File: config.mk
export PLATFORM = sky130hd
export DESIGN_NAME = pin_change_irq
export DESIGN_NICKNAME = d
export VERILOG_FILES = /design/src/rtl/pcint_pkg.sv /design/src/rtl/pcint_sampler.sv /design/src/rtl/pcint_gate.sv /design/src/rtl/pcint_flag.sv /design/src/rtl/pin_change_irq.sv
export SDC_FILE = /design/constraint.sdc
export NUM_CORES = 1
export LEC_CHECK = 0
export ABC_AREA = 1
export BUFFER_PORTS_ARGS = -buffer_cell sky130_fd_sc_hd__buf_4
export CORE_ASPECT_RATIO = 0.9
export CORE_UTILIZATION = 44
export DETAILED_ROUTE_END_ITERATION = 12
export MAX_ROUTING_LAYER = met4
export PLACE_DENSITY = 0.75
export SYNTH_ARGS = -nofsm -noshare
export SYNTH_HDL_FRONTEND = slang
export SYNTH_SLANG_ARGS = --single-unit
File: constraint.sdc
create_clock -name clk_i -period 1.2 [get_ports clk_i]
set_clock_uncertainty 0.1 [all_clocks]
set_input_delay 0.06 -clock clk_i [delete_from_list [all_inputs] [get_ports clk_i]]
set_output_delay 0.06 -clock clk_i [all_outputs]
set_load 0.02 [all_outputs]
File: src/rtl/pcint_pkg.sv
package pcint_pkg;
  localparam int unsigned PORT_W = 8;
  localparam int unsigned LINE_W = 2 * PORT_W;
  localparam int unsigned GRP_N  = 2;
  // line index: [7:0] port B, [15:8] port A
  localparam logic [LINE_W-1:0] GRP0_MAP = 16'h000F;
  localparam logic [LINE_W-1:0] GRP1_MAP = 16'hC8F0;
endpackage

File: src/rtl/pcint_sampler.sv
module pcint_sampler #(
  parameter int unsigned W = 16
) (
  input  logic         clk_i,
  input  logic         rst_ni,
  input  logic [W-1:0] lines_i,
  output logic [W-1:0] chg_o
);
  logic [W-1:0] cur_q, prev_q;
  logic [1:0]   seen_q;

  always_ff @(posedge clk_i or negedge rst_ni) begin
    if (!rst_ni) begin
      cur_q  <= '0;
      prev_q <= '0;
      seen_q <= '0;
    end else begin
      cur_q  <= lines_i;
      prev_q <= cur_q;   // updated even while masked
      seen_q <= {seen_q[0], 1'b1};
    end
  end

  // compare only once both registers hold real samples
  assign chg_o = (cur_q ^ prev_q) & {W{seen_q[1]}};
endmodule

File: src/rtl/pcint_gate.sv
module pcint_gate
  import pcint_pkg::*;
(
  input  logic [LINE_W-1:0] chg_i,
  input  logic [GRP_N-1:0]  grp_en_i,
  input  logic [LINE_W-1:0] alt_mask_i,
  output logic [LINE_W-1:0] hit_o
);
  for (genvar i = 0; i < LINE_W; i++) begin : g_line
    logic in_grp;
    assign in_grp   = (GRP0_MAP[i] & grp_en_i[0]) | (GRP1_MAP[i] & grp_en_i[1]);
    assign hit_o[i] = chg_i[i] & in_grp & ~alt_mask_i[i];
  end
endmodule

File: src/rtl/pcint_flag.sv
module pcint_flag (
  input  logic clk_i,
  input  logic rst_ni,
  input  logic set_i,
  input  logic clr_i,
  output logic flag_o
);
  always_ff @(posedge clk_i or negedge rst_ni) begin
    if (!rst_ni)    flag_o <= 1'b0;
    else if (set_i) flag_o <= 1'b1;  // set wins over clear
    else if (clr_i) flag_o <= 1'b0;
  end
endmodule

File: src/rtl/pin_change_irq.sv
module pin_change_irq
  import pcint_pkg::*;
(
  input  logic              clk_i,
  input  logic              rst_ni,
  input  logic [PORT_W-1:0] port_a_i,
  input  logic [PORT_W-1:0] port_b_i,
  input  logic [GRP_N-1:0]  grp_en_i,
  input  logic [LINE_W-1:0] alt_mask_i,
  input  logic              gie_i,
  input  logic              flag_clr_i,
  output logic              flag_o,
  output logic              irq_o
);
  logic [LINE_W-1:0] chg, hit;

  pcint_sampler #(.W(LINE_W)) u_sampler (
    .clk_i   (clk_i),
    .rst_ni  (rst_ni),
    .lines_i ({port_a_i, port_b_i}),
    .chg_o   (chg)
  );

  pcint_gate u_gate (
    .chg_i      (chg),
    .grp_en_i   (grp_en_i),
    .alt_mask_i (alt_mask_i),
    .hit_o      (hit)
  );

  pcint_flag u_flag (
    .clk_i  (clk_i),
    .rst_ni (rst_ni),
    .set_i  (|hit),
    .clr_i  (flag_clr_i),
    .flag_o (flag_o)
  );

  assign irq_o = flag_o & gie_i;
endmodule

### Yosys cells after proc, flatten, opt, wreduce, memory -nomap -nowiden

Cells that the tools add are included.

* flip-flop bits (word level): 35
* bits of input ports: 38

* muxes and demuxes: 2
* bitwise operators: 36
* reduce and logical (&&, ||, !) cells: 2

Operators with widths (number)
* bitwise AND 1 bit: 23
* bitwise AND 16 bit: 1
* bitwise XOR 16 bit: 1
* NOT 1 bit: 11
* OR reduction 11 bit: 1
* two-way mux 1 bit: 2
* nonzero test 2 bit: 1

### Longest topological paths before layout

* depth after elaboration: 6
* gate-level depth with buffers: 8

### By module

A second synthesis with hierarchy kept.

* cell total of the unflattened synthesis: 151
* area, all modules: 1366.3 um^2

By module, submodules not included
* pcint_sampler: times used 1, cells each 101, area each 1138.6 um^2, seq. area each 850.8 um^2
* pcint_gate: times used 1, cells each 28, area each 123.9 um^2, seq. area each 0.0 um^2
* pin_change_irq: times used 1, cells each 17, area each 63.8 um^2, seq. area each 0.0 um^2
* pcint_flag: times used 1, cells each 5, area each 40.0 um^2, seq. area each 25.0 um^2

### Least setup slack after synthesis

No wires, ideal clock.

* kind: flip-flop to flip-flop
* from: register u_sampler.prev_q[1]
* to: register u_flag.flag_o
* setup time: 0.119 ns
* arrival: 0.877 ns
* data required time: 0.981 ns
* slack: 0.105 ns
* stages on the path, launching flop included: 8
* path buffers: 0
* period minus slack after synthesis: 1.095 ns
* path through: dfrtp_1 or2_0 nand2_1 nand2_1 nor2_1 nor2_1 nor2_1 nand2_1

* word-level cells in the longest chain between the ends: 6
* elaborated cells between the ends (all ways): 7

Ends and longest elaborated chain
* start, declared: line pcint_sampler.sv:9 `logic [W-1:0] cur_q, prev_q;`
* start signal, assigned: line pcint_sampler.sv:19 `prev_q <= cur_q;`
* bitwise XOR 16 bit *: line pcint_sampler.sv:25 `assign chg_o = (cur_q ^ prev_q) & {W{seen_q[1]}};`
* bitwise AND 16 bit *: line pcint_sampler.sv:25
* bitwise AND 1 bit * (2 in a row): line pcint_gate.sv:12 `assign hit_o[i] = chg_i[i] & in_grp & ~alt_mask_i[i];`
* OR reduction 11 bit *: line pin_change_irq.sv:34 `.set_i (|hit),`
* two-way mux 1 bit or nonzero test 2 bit (tied branches)
* end signal, assigned: line pcint_flag.sv:9 `if (!rst_ni) flag_o <= 1'b0;`
* end signal, assigned: line pcint_flag.sv:10 `else if (set_i) flag_o <= 1'b1;`
* end signal, assigned: line pcint_flag.sv:11 `else if (clr_i) flag_o <= 1'b0;`
* end, declared: line pcint_flag.sv:6 `output logic flag_o`

Every way passes the cells marked *; elsewhere a longest branch is shown, timed or not.
A chain may end at the register's enable or synchronous reset.

### Final worst setup path

* from: register u_sampler.cur_q[14]
* to: register u_flag.flag_o

* word-level cells in the longest chain between the ends: 6
* elaborated cells between the ends (all ways): 7

Ends and longest elaborated chain
* start, declared: line pcint_sampler.sv:9
* start signal, assigned: line pcint_sampler.sv:18 `cur_q <= lines_i;`
* bitwise XOR 16 bit *: line pcint_sampler.sv:25
* bitwise AND 16 bit *: line pcint_sampler.sv:25
* bitwise AND 1 bit * (2 in a row): line pcint_gate.sv:12
* OR reduction 11 bit *: line pin_change_irq.sv:34
* two-way mux 1 bit or nonzero test 2 bit (tied branches)

Marked as above.

==> flow_metrics.py <==
metrics = {
    "floorplan": {
        "row_count": 15,
        "die_area_sq_um": 2230,
        "coreArea_sq_um": 1910,
        "die_y_um": 44.9,
        "fp.dieW_um": 49.7,
        "ioPinCount": 40,
        "start_util_pct": 47.1,
    },
    "setup_path": {
        "crit_arrival_ns": 1.31,
        "crit_path_start_kind": "register",
        "rrSetupSlack_ns": 0.02,
        "worst-path-max-fanout": 2,
        "slowest_stage": "dfrtp_1",
        "crit_top_cell": "nand2_1",
        "crit_chain": "or2_0 -> nand2_1 -> nand2_1 -> nor2_1 -> nand2_1 -> nand2_1 -> nand2_1",
        "path_delay_family": "simple AND/OR/NAND/NOR gates",
        "slowest_delay_ns": 0.39,
        "reg2reg_depth": 7,
        "r2r-end": "u_flag.flag_o$_DFFE_PN0P_",
        "path_buf_inv": 0,
        "worstPathRequired_ns": 1.32,
        "reg2reg_from": "u_sampler.cur_q[14]$_DFF_PN0_",
        "cp-end-kind": "register",
        "crit_type": "reg -> reg",
    },
    "placed_design": {
        "dp_slack_ns": 0.00510,
        "io_buffers": 29,
        "routabilityCongestion": 0.616,
        "placedInstanceArea_sq_um": 1150,
        "dp_hpwl_um": 1090,
    },
    "routing": {
        "firstDrtPassIters": 1,
        "vias_per_cell": 4.37,
        "drtAntennaViolNets": 0,
        "drtIter0Drc": 0,
        "drt_wl_total_um": 1560,
        "wl_per_cell_um": 9.42,
        "vias": 725,
        "drcViolationCount": 0,
    },
    "pwr": {
        "vdd_ir_drop_max_v": 0.000836,
        "leakagePower_nw": 0.711,
        "powerDensity_nw_per_um2": 1100,
    },
    "clock_tree": {
        "insertion_delay_ns": 0.31,
        "cts_tree": "yes",
        "numCtsBuffers": 3,
        "clock_sinks": 25,
        "cts-root-buf": "clkbuf_4",
        "post_cts_resized": 0,
        "path_clk_slew_ns": 0.13,
        "cts-htree-levels": 1,
        "clock_path_buffers": 2,
    },
    "synth": {
        "synthDistinctLibCells": 13,
        "synth_top_area_share_pct": 69.4,
        "ys_warn_count": 0,
        "syn-mean-instance-area_sq_um": 10.1,
        "synth_edf_count": 0,
        "ys_seq_elements": 25,
        "synth.most_common_cell": "nand2_1",
        "synth_common_cells": "nand2_1 (26), dfrtp_1 (25), inv_1 (10), nor2_1 (10), a21oi_1 (5)",
        "yosys-top-cells-area": "dfrtp_1 (69%), nand2_1 (11%), inv_1 (4.2%)",
        "syn_nets": 127,
        "postSynthCellCount": 89,
        "syn_area_sq_um": 901,
        "yosysSeqAreaShare_pct": 69.4,
        "yosys.area.top_type": "dfrtp_1",
        "synth_flop_cell": "dfrtp_1",
        "synthArstFlopShare_pct": 100,
    },
    "timing": {
        "setup_violations": 0,
        "rsz0062_at_grt": "true",
        "hold_viol_final": 0,
        "finalCritPeriodShare_pct": 98.6,
        "fin_crit_ns": 1.18,
        "max_freq_mhz": 845,
        "fin_ws_ns": 0.0164,
        "holdWs_ns": 0.0322,
        "slew_violations": 0,
    },
    "finish": {
        "drive_gt1_share_pct": 27.7,
        "diodes": 0,
        "fin_area_sq_um": 1360,
        "nets": 180,
        "syn2layout_area_growth_pct": 50.7,
    },
    "global_route": {
        "grt_max_degree": 26,
        "grt_overflow": 0,
        "first_global_vias": 650,
        "grt_pass1_wl_um": 2550,
        "antenna_found_initial": 0,
        "grt_use_total_pct": 16.8,
    },
    "hold_path": {
        "holdPathStages": 6,
        "hp-class": "in -> reg",
        "worstHoldEndpoint": "u_flag.flag_o$_DFFE_PN0P_",
        "hold_start": "alt_mask_i[11]",
    },
    "run": {
        "drv_cap": 0,
    },
    "run_status": {
        "status": "complete, no violations",
    },
}
-- registers in the layout, indices dropped and copies added (netlist names) --
signal / count
u_sampler.seen_q: 2
u_flag.flag_o: 1
u_sampler.prev_q: 11
u_sampler.cur_q: 11
-- area by class of cell --
cell class / count / area (sq um)
Clock inverter: 1 / 5.00
Fill cell: 160 / 557
Tap cell: 25 / 31.3
Inverter: 12 / 45.0
Timing Repair Buffer: 48 / 398
Sequential cell: 25 / 626
Multi-Input combinational cell: 52 / 230
Clock buffer: 3 / 22.5
-- how the worst max path moves through the flow --
stage	startpoint	end	slack [ns]	cells after the start
floorplan	u_sampler.prev_q[1]$_DFF_PN0_	u_flag.flag_o$_DFFE_PN0P_	0.10	7
global placement	u_sampler.prev_q[14]$_DFF_PN0_	u_flag.flag_o$_DFFE_PN0P_	0.04	7
detailed placement	u_sampler.cur_q[14]$_DFF_PN0_	u_flag.flag_o$_DFFE_PN0P_	0.005	7
CTS	u_sampler.cur_q[15]$_DFF_PN0_	u_flag.flag_o$_DFFE_PN0P_	-0.009	7
global route	u_sampler.prev_q[1]$_DFF_PN0_	u_flag.flag_o$_DFFE_PN0P_	-0.09	7
finish	u_sampler.cur_q[14]$_DFF_PN0_	u_flag.flag_o$_DFFE_PN0P_	0.02	7
-- timing repair --
| item | 4_1_cts | 5_1_grt |
|---|---|---|
| pin swaps | 7 | 6 |
| hold endpoints to repair | 37 | 0 |
| hold buffers | 15 | 0 |
| buffers inserted | 4 | 0 |
| endpoints found under the setup margin | 1 | 2 |
-- cell usage in the layout (no fill, tap or decap), types with 3 or more instances in the layout --
cell,n
buf_4,33
nand2_1,26
dfrtp_1,25
dlygate4sd3_1,15
inv_1,10
nor2_1,10
a21oi_1,5
or2_0,3
clkbuf_4,3
-- per-stage QoR --
step / instances / total power [mW] / setup TNS, ns / utilization (%)
floorplan: 89 / 0.998 / 0 / -
global placement: 143 / 1.10 / 0 / 60.1
detailed placement: 143 / 1.11 / 0 / 60.1
CTS: 166 / 1.52 / -0.00895 / 70.9
global route: 166 / 1.57 / -0.0853 / 70.9
finish: 166 / 1.50 / 0 / 70.9
-- worst min-delay path, cell delays in order --
cell and delay [ns]:
buf_4 0.07, nor2_1 0.03, nor2_1 0.09, nand2_1 0.06, nand2_1 0.06, nand2_1 0.04
-- metal layers --
layer / share of wire [%] / vias to the layer above / global-route usage [%]
li1: - / 367 / -
met1: 41 / 336 / 17.3
met2: 53 / 18 / 30.3
met3: 3.3 / 4 / 2.02
met4: 2.4 / 0 / 12.0
met5: 0 / - / -
-- power by group --
part / internal (mW) / switching (mW)
combinational: 0.137 / 0.0871
sequential: 0.888 / 0.0258
clock: 0.124 / 0.233
total: 1.15 / 0.346
-- kinds of logic after synthesis --
family                 synth area share (%)
AO/OA/AOI/OAI                          2.78
XOR/XNOR                              0.972
buffers and inverters                  5.00
flip-flops                             69.4
other                                 0.416
AND/OR/NAND/NOR                        21.4
Note: power is estimated with default switching activity, not from simulation.
